$ cat config.mk
export PLATFORM = sky130hd
export DESIGN_NAME = sfr_bank
export DESIGN_NICKNAME = d
export VERILOG_FILES = /design/src/rtl/sfr_pkg.sv /design/src/rtl/sfr_decode.sv /design/src/rtl/sfr_cell.sv /design/src/rtl/sfr_rdmux.sv /design/src/rtl/sfr_bank.sv
export SDC_FILE = /design/constraint.sdc
export NUM_CORES = 1
export LEC_CHECK = 0
export BUFFER_PORTS_ARGS = -buffer_cell sky130_fd_sc_hd__buf_2
export CAP_MARGIN = 0
export CORE_MARGIN = 10
export CORE_UTILIZATION = 50
export CTS_BUF_LIST = sky130_fd_sc_hd__clkbuf_8 sky130_fd_sc_hd__clkbuf_16
export DETAILED_ROUTE_END_ITERATION = 8
export PLACE_DENSITY_LB_ADDON = 0.15
export SYNTH_ARGS = -nofsm -noshare
export SYNTH_HDL_FRONTEND = slang
export SYNTH_SLANG_ARGS = --single-unit
$ cat constraint.sdc
create_clock -name clk_i -period 6.7 [get_ports clk_i]
set_clock_uncertainty 0.2 [all_clocks]
set_input_delay 1.34 -clock clk_i [delete_from_list [all_inputs] [get_ports clk_i]]
set_output_delay 1.34 -clock clk_i [all_outputs]
set_load 0.02 [all_outputs]
$ cat src/rtl/sfr_pkg.sv
package sfr_pkg;
  localparam int unsigned DW          = 16;
  localparam int unsigned NUM_DEF     = 6;
  localparam logic [15:0] STD_BASE    = 16'hFE00;
  localparam logic [15:0] EXT_BASE    = 16'hF000;

  typedef enum logic [1:0] {
    OP_WORD = 2'd0,
    OP_BYTE = 2'd1,
    OP_BIT  = 2'd2
  } sfr_op_e;

  function automatic logic [15:0] cfg_addr(int unsigned i);
    case (i)
      0: return 16'hFF00;
      1: return 16'hFF02;
      2: return 16'hFF04;
      3: return 16'hFF06;
      4: return 16'hF000;
      5: return 16'hF0FE;
      default: return 16'h0000;  // never inside a window
    endcase
  endfunction

  function automatic logic [15:0] cfg_rst(int unsigned i);
    case (i)
      4: return 16'h1234;
      5: return 16'h0A05;
      default: return 16'h0000;
    endcase
  endfunction

  function automatic logic [15:0] cfg_impl(int unsigned i);
    case (i)
      1, 3: return 16'h00FF;
      5: return 16'h0F0F;
      default: return 16'hFFFF;
    endcase
  endfunction

  function automatic logic [15:0] cfg_swm(int unsigned i);
    case (i)
      1: return 16'h00F0;
      2, 3: return 16'h0000;
      5: return 16'h0F0F;
      default: return 16'hFFFF;
    endcase
  endfunction
endpackage

$ cat src/rtl/sfr_decode.sv
module sfr_decode #(
  parameter int unsigned NUM_REGS = sfr_pkg::NUM_DEF,
  parameter int unsigned PAGE_W   = 10,
  parameter int unsigned OFF_W    = 14
) (
  input  logic                req_i,
  input  logic                long_i,
  input  logic                ext_i,
  input  logic                hi_byte_i,
  input  logic [PAGE_W-1:0]   page_i,
  input  logic [OFF_W-1:0]    addr_i,
  output logic                claim_o,
  output logic                hi_lane_o,
  output logic [NUM_REGS-1:0] sel_o
);
  import sfr_pkg::*;

  logic [15:0] phys;
  logic        in_win;

  always_comb begin
    if (long_i) phys = {2'b11, addr_i[13:0]};
    else        phys = (ext_i ? EXT_BASE : STD_BASE) + {7'd0, addr_i[7:0], 1'b0};
  end

  assign in_win    = (phys[15:9] == 7'b1111111) || (phys[15:9] == 7'b1111000);
  assign claim_o   = req_i && (!long_i || (page_i == PAGE_W'(3) && in_win));
  assign hi_lane_o = long_i ? phys[0] : hi_byte_i;

  for (genvar i = 0; i < NUM_REGS; i++) begin : g_match
    localparam logic [15:0] A = cfg_addr(i);
    assign sel_o[i] = claim_o && (phys[15:1] == A[15:1]);
  end
endmodule

$ cat src/rtl/sfr_cell.sv
module sfr_cell #(
  parameter logic [15:0] RST  = 16'h0000,
  parameter logic [15:0] IMPL = 16'hFFFF,
  parameter logic [15:0] SWM  = 16'hFFFF
) (
  input  logic        clk_i,
  input  logic        rst_ni,
  input  logic        sw_sel_i,
  input  logic [1:0]  op_i,
  input  logic        hi_lane_i,
  input  logic [3:0]  bit_idx_i,
  input  logic [15:0] wdata_i,
  input  logic        hw_we_i,
  input  logic [15:0] hw_wdata_i,
  output logic [15:0] q_o
);
  import sfr_pkg::*;

  localparam logic [15:0] WM = SWM & IMPL;

  logic [15:0] q, sw_val, eff, nxt;
  logic        sw_take;

  always_comb begin
    case (op_i)
      OP_BYTE: begin
        sw_val = hi_lane_i ? {wdata_i[7:0], 8'h00} : {8'h00, wdata_i[7:0]};
        eff    = WM;
      end
      OP_BIT: begin
        sw_val = {16{wdata_i[0]}};
        eff    = WM & (16'h0001 << bit_idx_i);
      end
      default: begin
        sw_val = wdata_i;
        eff    = WM;
      end
    endcase
    sw_take = sw_sel_i && (eff != '0);
    // software wins over a concurrent hardware update
    if (sw_take)      nxt = (q & ~eff) | (sw_val & eff);
    else if (hw_we_i) nxt = hw_wdata_i & IMPL;
    else              nxt = q;
  end

  always_ff @(posedge clk_i or negedge rst_ni) begin
    if (!rst_ni) q <= RST & IMPL;
    else         q <= nxt;
  end

  assign q_o = q;
endmodule

$ cat src/rtl/sfr_rdmux.sv
module sfr_rdmux #(
  parameter int unsigned NUM_REGS = sfr_pkg::NUM_DEF
) (
  input  logic                   claim_i,
  input  logic [NUM_REGS-1:0]    sel_i,
  input  logic [1:0]             op_i,
  input  logic                   hi_lane_i,
  input  logic [NUM_REGS*16-1:0] regs_i,
  output logic [15:0]            rdata_o
);
  import sfr_pkg::*;

  logic [15:0] word;

  always_comb begin
    word = (sel_i == '0) ? 16'hFFFF : 16'h0000;
    for (int i = 0; i < NUM_REGS; i++)
      if (sel_i[i]) word = word | regs_i[i*16 +: 16];
    if (!claim_i)                       rdata_o = 16'h0000;
    else if (op_i == OP_BYTE)           rdata_o = {8'h00, hi_lane_i ? word[15:8] : word[7:0]};
    else                                rdata_o = word;
  end
endmodule

$ cat src/rtl/sfr_bank.sv
module sfr_bank #(
  parameter int unsigned NUM_REGS = sfr_pkg::NUM_DEF,
  parameter int unsigned PAGE_W   = 10,
  parameter int unsigned OFF_W    = 14
) (
  input  logic                   clk_i,
  input  logic                   rst_ni,
  input  logic                   req_i,
  input  logic                   we_i,
  input  logic                   long_i,
  input  logic                   ext_i,
  input  logic [1:0]             op_i,
  input  logic                   hi_byte_i,
  input  logic [3:0]             bit_idx_i,
  input  logic [PAGE_W-1:0]      page_i,
  input  logic [OFF_W-1:0]       addr_i,
  input  logic [15:0]            wdata_i,
  input  logic [NUM_REGS-1:0]    hw_we_i,
  input  logic [NUM_REGS*16-1:0] hw_wdata_i,
  output logic [15:0]            rdata_o,
  output logic                   hit_o,
  output logic [NUM_REGS*16-1:0] regs_o
);
  import sfr_pkg::*;

  logic                claim, hi_lane;
  logic [NUM_REGS-1:0] sel;

  sfr_decode #(.NUM_REGS(NUM_REGS), .PAGE_W(PAGE_W), .OFF_W(OFF_W)) u_dec (
    .req_i(req_i), .long_i(long_i), .ext_i(ext_i), .hi_byte_i(hi_byte_i),
    .page_i(page_i), .addr_i(addr_i),
    .claim_o(claim), .hi_lane_o(hi_lane), .sel_o(sel)
  );

  for (genvar i = 0; i < NUM_REGS; i++) begin : g_reg
    sfr_cell #(.RST(cfg_rst(i)), .IMPL(cfg_impl(i)), .SWM(cfg_swm(i))) u_cell (
      .clk_i(clk_i), .rst_ni(rst_ni),
      .sw_sel_i(we_i && sel[i]), .op_i(op_i), .hi_lane_i(hi_lane),
      .bit_idx_i(bit_idx_i), .wdata_i(wdata_i),
      .hw_we_i(hw_we_i[i]), .hw_wdata_i(hw_wdata_i[i*16 +: 16]),
      .q_o(regs_o[i*16 +: 16])
    );
  end

  sfr_rdmux #(.NUM_REGS(NUM_REGS)) u_rd (
    .claim_i(claim), .sel_i(sel), .op_i(op_i), .hi_lane_i(hi_lane),
    .regs_i(regs_o), .rdata_o(rdata_o)
  );

  assign hit_o = claim;
endmodule

* Word-level counts from Yosys, hierarchy flattened *
Cells that the tools add are included.
W data, S select, Z words.

word-level totals
  bits in registers = 88
  input bits = 155
  output and inout port bits = 113
  logic and storage cells = 92

cells by class
  add/sub/neg operators = 1
  equality and inequality tests = 11
  shifts and indexed selects = 1
  muxes and demuxes = 26
  bitwise gates (word level) = 20
  reduce and logical (&&, ||, !) cells = 27

operators by type and width
  cell                    count
  $mux W16                20
  $or A16 B16 Y16         9
  $eq A15 B15 Y1 const B  6
  $and A16 B16 Y16        5
  $reduce_bool A16 Y1     3
  $pmux W16 S2            1
  $mux W12                2
  $add A16 B9 Y16         1
  $and A16 B12 Y16        1
  $and A16 B8 Y16         1
  $logic_and A1 B1 Y1     16
  $mux W8                 2
  $not A12 Y16            1
  $not A16 Y16            1
  $not A8 Y16             1
  $or A16 B8 Y16          1
  $shl A1 B4 Y16 const A  1
  $eq A7 B7 Y1 const B    2
  $eq A10 B2 Y1 const B   1
  $reduce_bool A2 Y1      4
  $logic_not A6 Y1        1
  $eq A2 B1 Y1 const B    1
  $eq A2 B2 Y1 const B    1
  $logic_or A1 B1 Y1      2
  other kinds (2)         2

* Depth between registers and ports, before layout *
  depth after elaboration = 26
  gate-level depth with buffers = 11
  depth with buffers taken out = 7

* By module *
From an unflattened synthesis, not the netlist that was laid out.

unflattened totals
  cells, all modules = 704
  area total of the unflattened synthesis = 6,359.8 um2

by module, submodules not included
  module                      times used  cells each  area an instance (um2)  seq. area each (um2)
  sfr_cell (g_reg[4].u_cell)  1           166         1,481.4                 406.6
  sfr_cell (g_reg[0].u_cell)  1           166         1,475.2                 400.4
  sfr_cell (g_reg[5].u_cell)  1           92          784.5                   205.2
  sfr_rdmux                   1           117         708.2                   0.0
  sfr_cell (g_reg[2].u_cell)  1           34          649.4                   400.4
  sfr_cell (g_reg[1].u_cell)  1           55          559.3                   200.2
  sfr_cell (g_reg[3].u_cell)  1           26          395.4                   200.2
  sfr_decode                  1           42          269.0                   0.0
  sfr_bank                    1           6           37.5                    0.0

* Worst setup path before layout *
OpenSTA, ideal clock, no wires.

  path kind = input to output
  start point = input long_i
  end point = output rdata_o[2]
  arrival = 3.477 ns
  data required time = 5.160 ns
  setup slack = 1.683 ns
  stages on the path = 9
  buffers on the path = 3
  path through = buf_6 or3b_4 a2111oi_4 and3_1 buf_2 buf_2 nand3_1 a31o_1 a31oi_1

between the ends
  word-level cells in the longest chain between the ends = 24
  elaborated cells on any way between the ends = 38
  classes of those cells = eq/ne (8); mux (12); bitwise (6); reduce/logical (12)

ends and longest elaborated chain
  what                 line              source
  from (decl)          sfr_bank.sv:10    input logic long_i,
  $mux W16             sfr_decode.sv:22  if (long_i) phys = {2'b11, addr_i[13:0]};
  $eq A7 B7 Y1         sfr_decode.sv:26  assign in_win = (phys[15:9] == 7'b1111111) || (phys[15:9] == 7'b1111000);
  $logic_or A1 B1 Y1   sfr_decode.sv:26
  $logic_and A1 B1 Y1  sfr_decode.sv:27  assign claim_o = req_i && (!long_i || (page_i == PAGE_W'(3) && in_win));
  $logic_or A1 B1 Y1   sfr_decode.sv:27
  $logic_and A1 B1 Y1  sfr_decode.sv:27
  $logic_and A1 B1 Y1  sfr_decode.sv:32  assign sel_o[i] = claim_o && (phys[15:1] == A[15:1]);
  $logic_not A6 Y1     sfr_rdmux.sv:16   word = (sel_i == '0) ? 16'hFFFF : 16'h0000;
  (+8 left out)        n/a
  $mux W16             sfr_rdmux.sv:18   if (sel_i[i]) word = word | regs_i[i*16 +: 16];
  $or A16 B16 Y16      sfr_rdmux.sv:18
  $mux W16             sfr_rdmux.sv:18
  $or A16 B16 Y16      sfr_rdmux.sv:18
  $mux W16             sfr_rdmux.sv:18
  $mux W8              sfr_rdmux.sv:20   else if (op_i == OP_BYTE) rdata_o = {8'h00, hi_lane_i ? word[15:8] : word[7:0]};
  $mux W16             sfr_rdmux.sv:20
  $mux W16 *           sfr_rdmux.sv:19   if (!claim_i) rdata_o = 16'h0000;
  to (decl)            sfr_bank.sv:20    output logic [15:0] rdata_o,

Mark *: on every way between the ends. The rest lies on a longest branch, timed or not.

* Worst setup path in the final report *
Same ends and word-level chain as after synthesis.

==> metrics.md <==
| Metric | Value |
|---|---|
| Status | finished, final reports clean |
| Gp weighted congestion | 0.964 |
| Final Routed Wirelength | 20400 microns |
| Switching share of power | a little over a third |
| Sw power | about 0.45 mW |
| Avg Cell Area, Syn | a little under 9 sq um |
| Dpl cells | 890 |
| Sequential area share after synthesis | 35.9% |
| CP arrival | just under 4 ns |
| Fin. Hold Viols | 0 |
| Clk root buf | clkbuf_8 |
| Core box area | 9820 sq um |
| Fillers | 886 |
| Hold_ws | roughly 0.28 ns |
| CP Max Fanout | 18 |
| Cell count of the worst hold path | 2 |
| EDFF count, synth | 0 |
| Prevailing post-synth register cell | dfrtp_1 |
| Startpoint types | input port |
| Top-area cell type share of the netlist area | 31.2% |
| Gr ovfl total | 0 |
| CP Class | input port to output pin |
| Fin nets | 925 |
| Comb pwr share | 27.7% |
| Setup WS post-layout | 1.21 ns |
| Worst Tran Pin Value | 1.18 ns |
| Skew-Pair Late Insertion Delay | 0.36 ns |
| Warnings from Yosys | 0 |
| Largest family of logic cells by synthesized area | compound AO/OA/AOI/OAI gates |
| Largest area contributor in the netlist | dfrtp_1 |
| Ys async rst share | 100% |
| Sequential power share | 42.4% |
| RSZ-0062 raised after global routing | no |
| Largest cells by area after synthesis | dfrtp_1 (31%), mux2_2 (6.7%), o21ai_0 (4.9%), dfstp_2 (4.7%), a21oi_1 (4.3%) |
| Max-cap viol count | 0 |
| Yosys reg bits | 72 |
| Via/cell ratio | 6.13 |
| Largest net degree at the start of global routing | 73 |
| Ports | roughly 270 |
| Final setup viols | 0 |
| Initial Util | a little over 50% |
| Vias post-DR | 5553 |
| Post-synthesis compound-gate area fraction | roughly 30% |
| Synth Area in Simple Gates | 14.3% |
| Site Rows | 36 |
| Hold Buf Count CTS | 0 |
| Max reg flops | 72 |
| Max transition margin | 20.9% |
| Most common cell after layout, fill and taps aside | buf_2 |
| Post-DRT Antenna Nets | 0 |
| Clock share of power | 29.9% |
| Dpl hpwl | roughly 16000 microns |
| Worst Reg2Reg Path Length in Cells | 3 |
| Post-CTS Resized | 0 |
| Depth of the CTS H-tree | 3 |
| Worst path required time | between 5 and 6 ns |
| GRT Resource Usage Total | 26.7% |
| Share of post-route cells with drive strength above 1 | between 30% and 40% |
| CTS tree | yes |
| Post-Syn Area | 5060 sq um |
| CP Capture Type | output pin |
| Number of port buffers | 219 |
| Die W | 121 microns |
| Gate Count Post-Synth | between 500 and 600 |
| Int Power | 0.779 mW |
| Final Max Slew Viols | 0 |
| Post-CTS Setup Repair Bufs | 0 |
| Post-Layout Cell Count | 906 |
| Setup TNS | 0 ns |
| Die Y-Extent | 121 microns |
| Post-Synth Adder-Cell Area | less than 1% |
| Post-Synth XOR/XNOR Area | 0% |
| Initial antenna violation count | 0 |
| Post-place setup slack | 1.23 ns |
| Fmax | between 150 and 200 MHz |
| WL/cell | approximately 23 microns |
| Period utilisation layout | 82.0% |
| Pleak | 2.93 nW |
| Most frequent cells in the layout | buf_2 (219), dfrtp_1 (63), nand2_1 (50) |
| Area grow syn2layout | 24.3% |
| First-pass GRT wire length | between 30000 and 40000 microns |
| Pwr Density | a little under 200 nW/um^2 |
| Antenna diode count | 0 |
| Count of TritonRoute iterations in the first routing pass | 5 |
| Mux cell area share after synthesis | 10.1% |
| DRC viols | 0 |
| Clock transition at the registers of the reported paths | 0.08 ns |
| DR iter-0 viols | 550 |
| Post-synthesis cell type count | 69 |
| Worst-case clock buffer depth | 2 |
| HP Class | flop to flop |
| Number of global-route vias before repair | ~5600 |
| Clock sink total | 72 |
| Die Area | 14500 sq um |
| Maximum vdd drop | between 0.0001 and 0.00015 V |
| Final min period | ~5.5 ns |
| CTS buffer count | 9 |
-- metal layers --
layer | share of wire [%] | GRT usage (%) | vias to the layer above | wire length [microns]
met5 | 0 | 0 | - | 0
met4 | 2.1 | 7.54 | 0 | 436
met1 | 39 | 32.9 | 2649 | 7880
met2 | 48 | 44.3 | 377 | 9750
met3 | 12 | 7.77 | 40 | 2350
li1 | - | - | 2487 | -
-- final cells by class --
type / instances / area (sq um) / share of cell area, %
multi-input cells: 426 / 2840 / 45.2
clock buffers: 9 / 124 / 1.97
clock inverters: 7 / 78.8 / 1.25
repair buffers: 223 / 1130 / 17.9
flip-flops and latches: 72 / 1810 / 28.8
well taps: 133 / 166 / 2.65
inverters: 36 / 135 / 2.15
-- kinds of logic after synthesis --
| group | Yosys count |
|---|---|
| AO/OA/AOI/OAI | 213 |
| AND/OR/NAND/NOR | 142 |
| buffers and inverters | 97 |
| flip-flops | 72 |
| multiplexers | 45 |
| adder cells (fa/ha/maj) | 2 |
| other | 1 |
-- power groups by stage --
stage	Clock, mW	Sequential [mW]	Combinational, mW
3_5_place_dp	0	0.526	0.337
6_report	0.367	0.520	0.339
4_1_cts	0.365	0.518	0.338
2_1_floorplan	0	0.567	0.155
5_1_grt	0.385	0.524	0.365
3_3_place_gp	0	0.525	0.332
-- critical path, cell delays in order --
cell and delay, ns:
buf_2 0.20, or3b_4 0.45, a211oi_1 0.43, and3_1 0.50, a222oi_1 0.33, a31o_1 0.30, a31oi_1 0.19, buf_2 0.21
-- path summary, 6_finish.rpt --
kind,from,to,slack [ns]
worst max-delay path,long_i,rdata_o[2],1.21
worst min-delay path,g_reg[4].u_cell.q_o[5]$_DFFE_PN1P_,g_reg[4].u_cell.q_o[5]$_DFFE_PN1P_,0.28
worst max register to register,g_reg[1].u_cell.q_o[6]$_DFFE_PN0P_,g_reg[1].u_cell.q_o[6]$_DFFE_PN0P_,5.45
worst min register to register,g_reg[4].u_cell.q_o[5]$_DFFE_PN1P_,g_reg[4].u_cell.q_o[5]$_DFFE_PN1P_,0.28
max in group asynchronous,rst_ni,g_reg[2].u_cell.q_o[9]$_DFFE_PN0P_,4.68
min in group asynchronous,rst_ni,g_reg[4].u_cell.q_o[10]$_DFFE_PN0P_,1.00
-- synthesized netlist by cell type, types with 3 or more instances --
master / instances
a2bb2oi_1: 3
o21a_1: 11
and2_1: 3
dfrtp_1: 63
o2111ai_1: 14
mux2_4: 4
a22oi_1: 6
a221oi_1: 3
nand4_1: 6
clkbuf_1: 23
nand2_1: 50
a211oi_1: 3
a21boi_0: 3
and3_1: 5
a21oi_1: 43
o22ai_1: 28
nor4_1: 3
or2_2: 6
buf_2: 9
mux2_2: 30
o221a_2: 6
inv_1: 35
buf_4: 26
a32oi_1: 6
nand2b_1: 11
a31oi_1: 8
dfstp_2: 9
nand3_1: 17
nor3_1: 12
a222oi_1: 4
nor2_1: 16
mux2i_1: 10
o21ai_0: 49
-- per-stage QoR --
step	power (mW)	util, %	instance area [sq um]
6_report	1.23	64.0	6280
5_1_grt	1.27	64.0	6280
4_1_cts	1.22	64.0	6280
3_5_place_dp	0.863	61.9	6080
3_3_place_gp	0.857	61.9	6080
2_1_floorplan	0.722	-	5140
No activity file was read; power rests on OpenSTA's default activity.
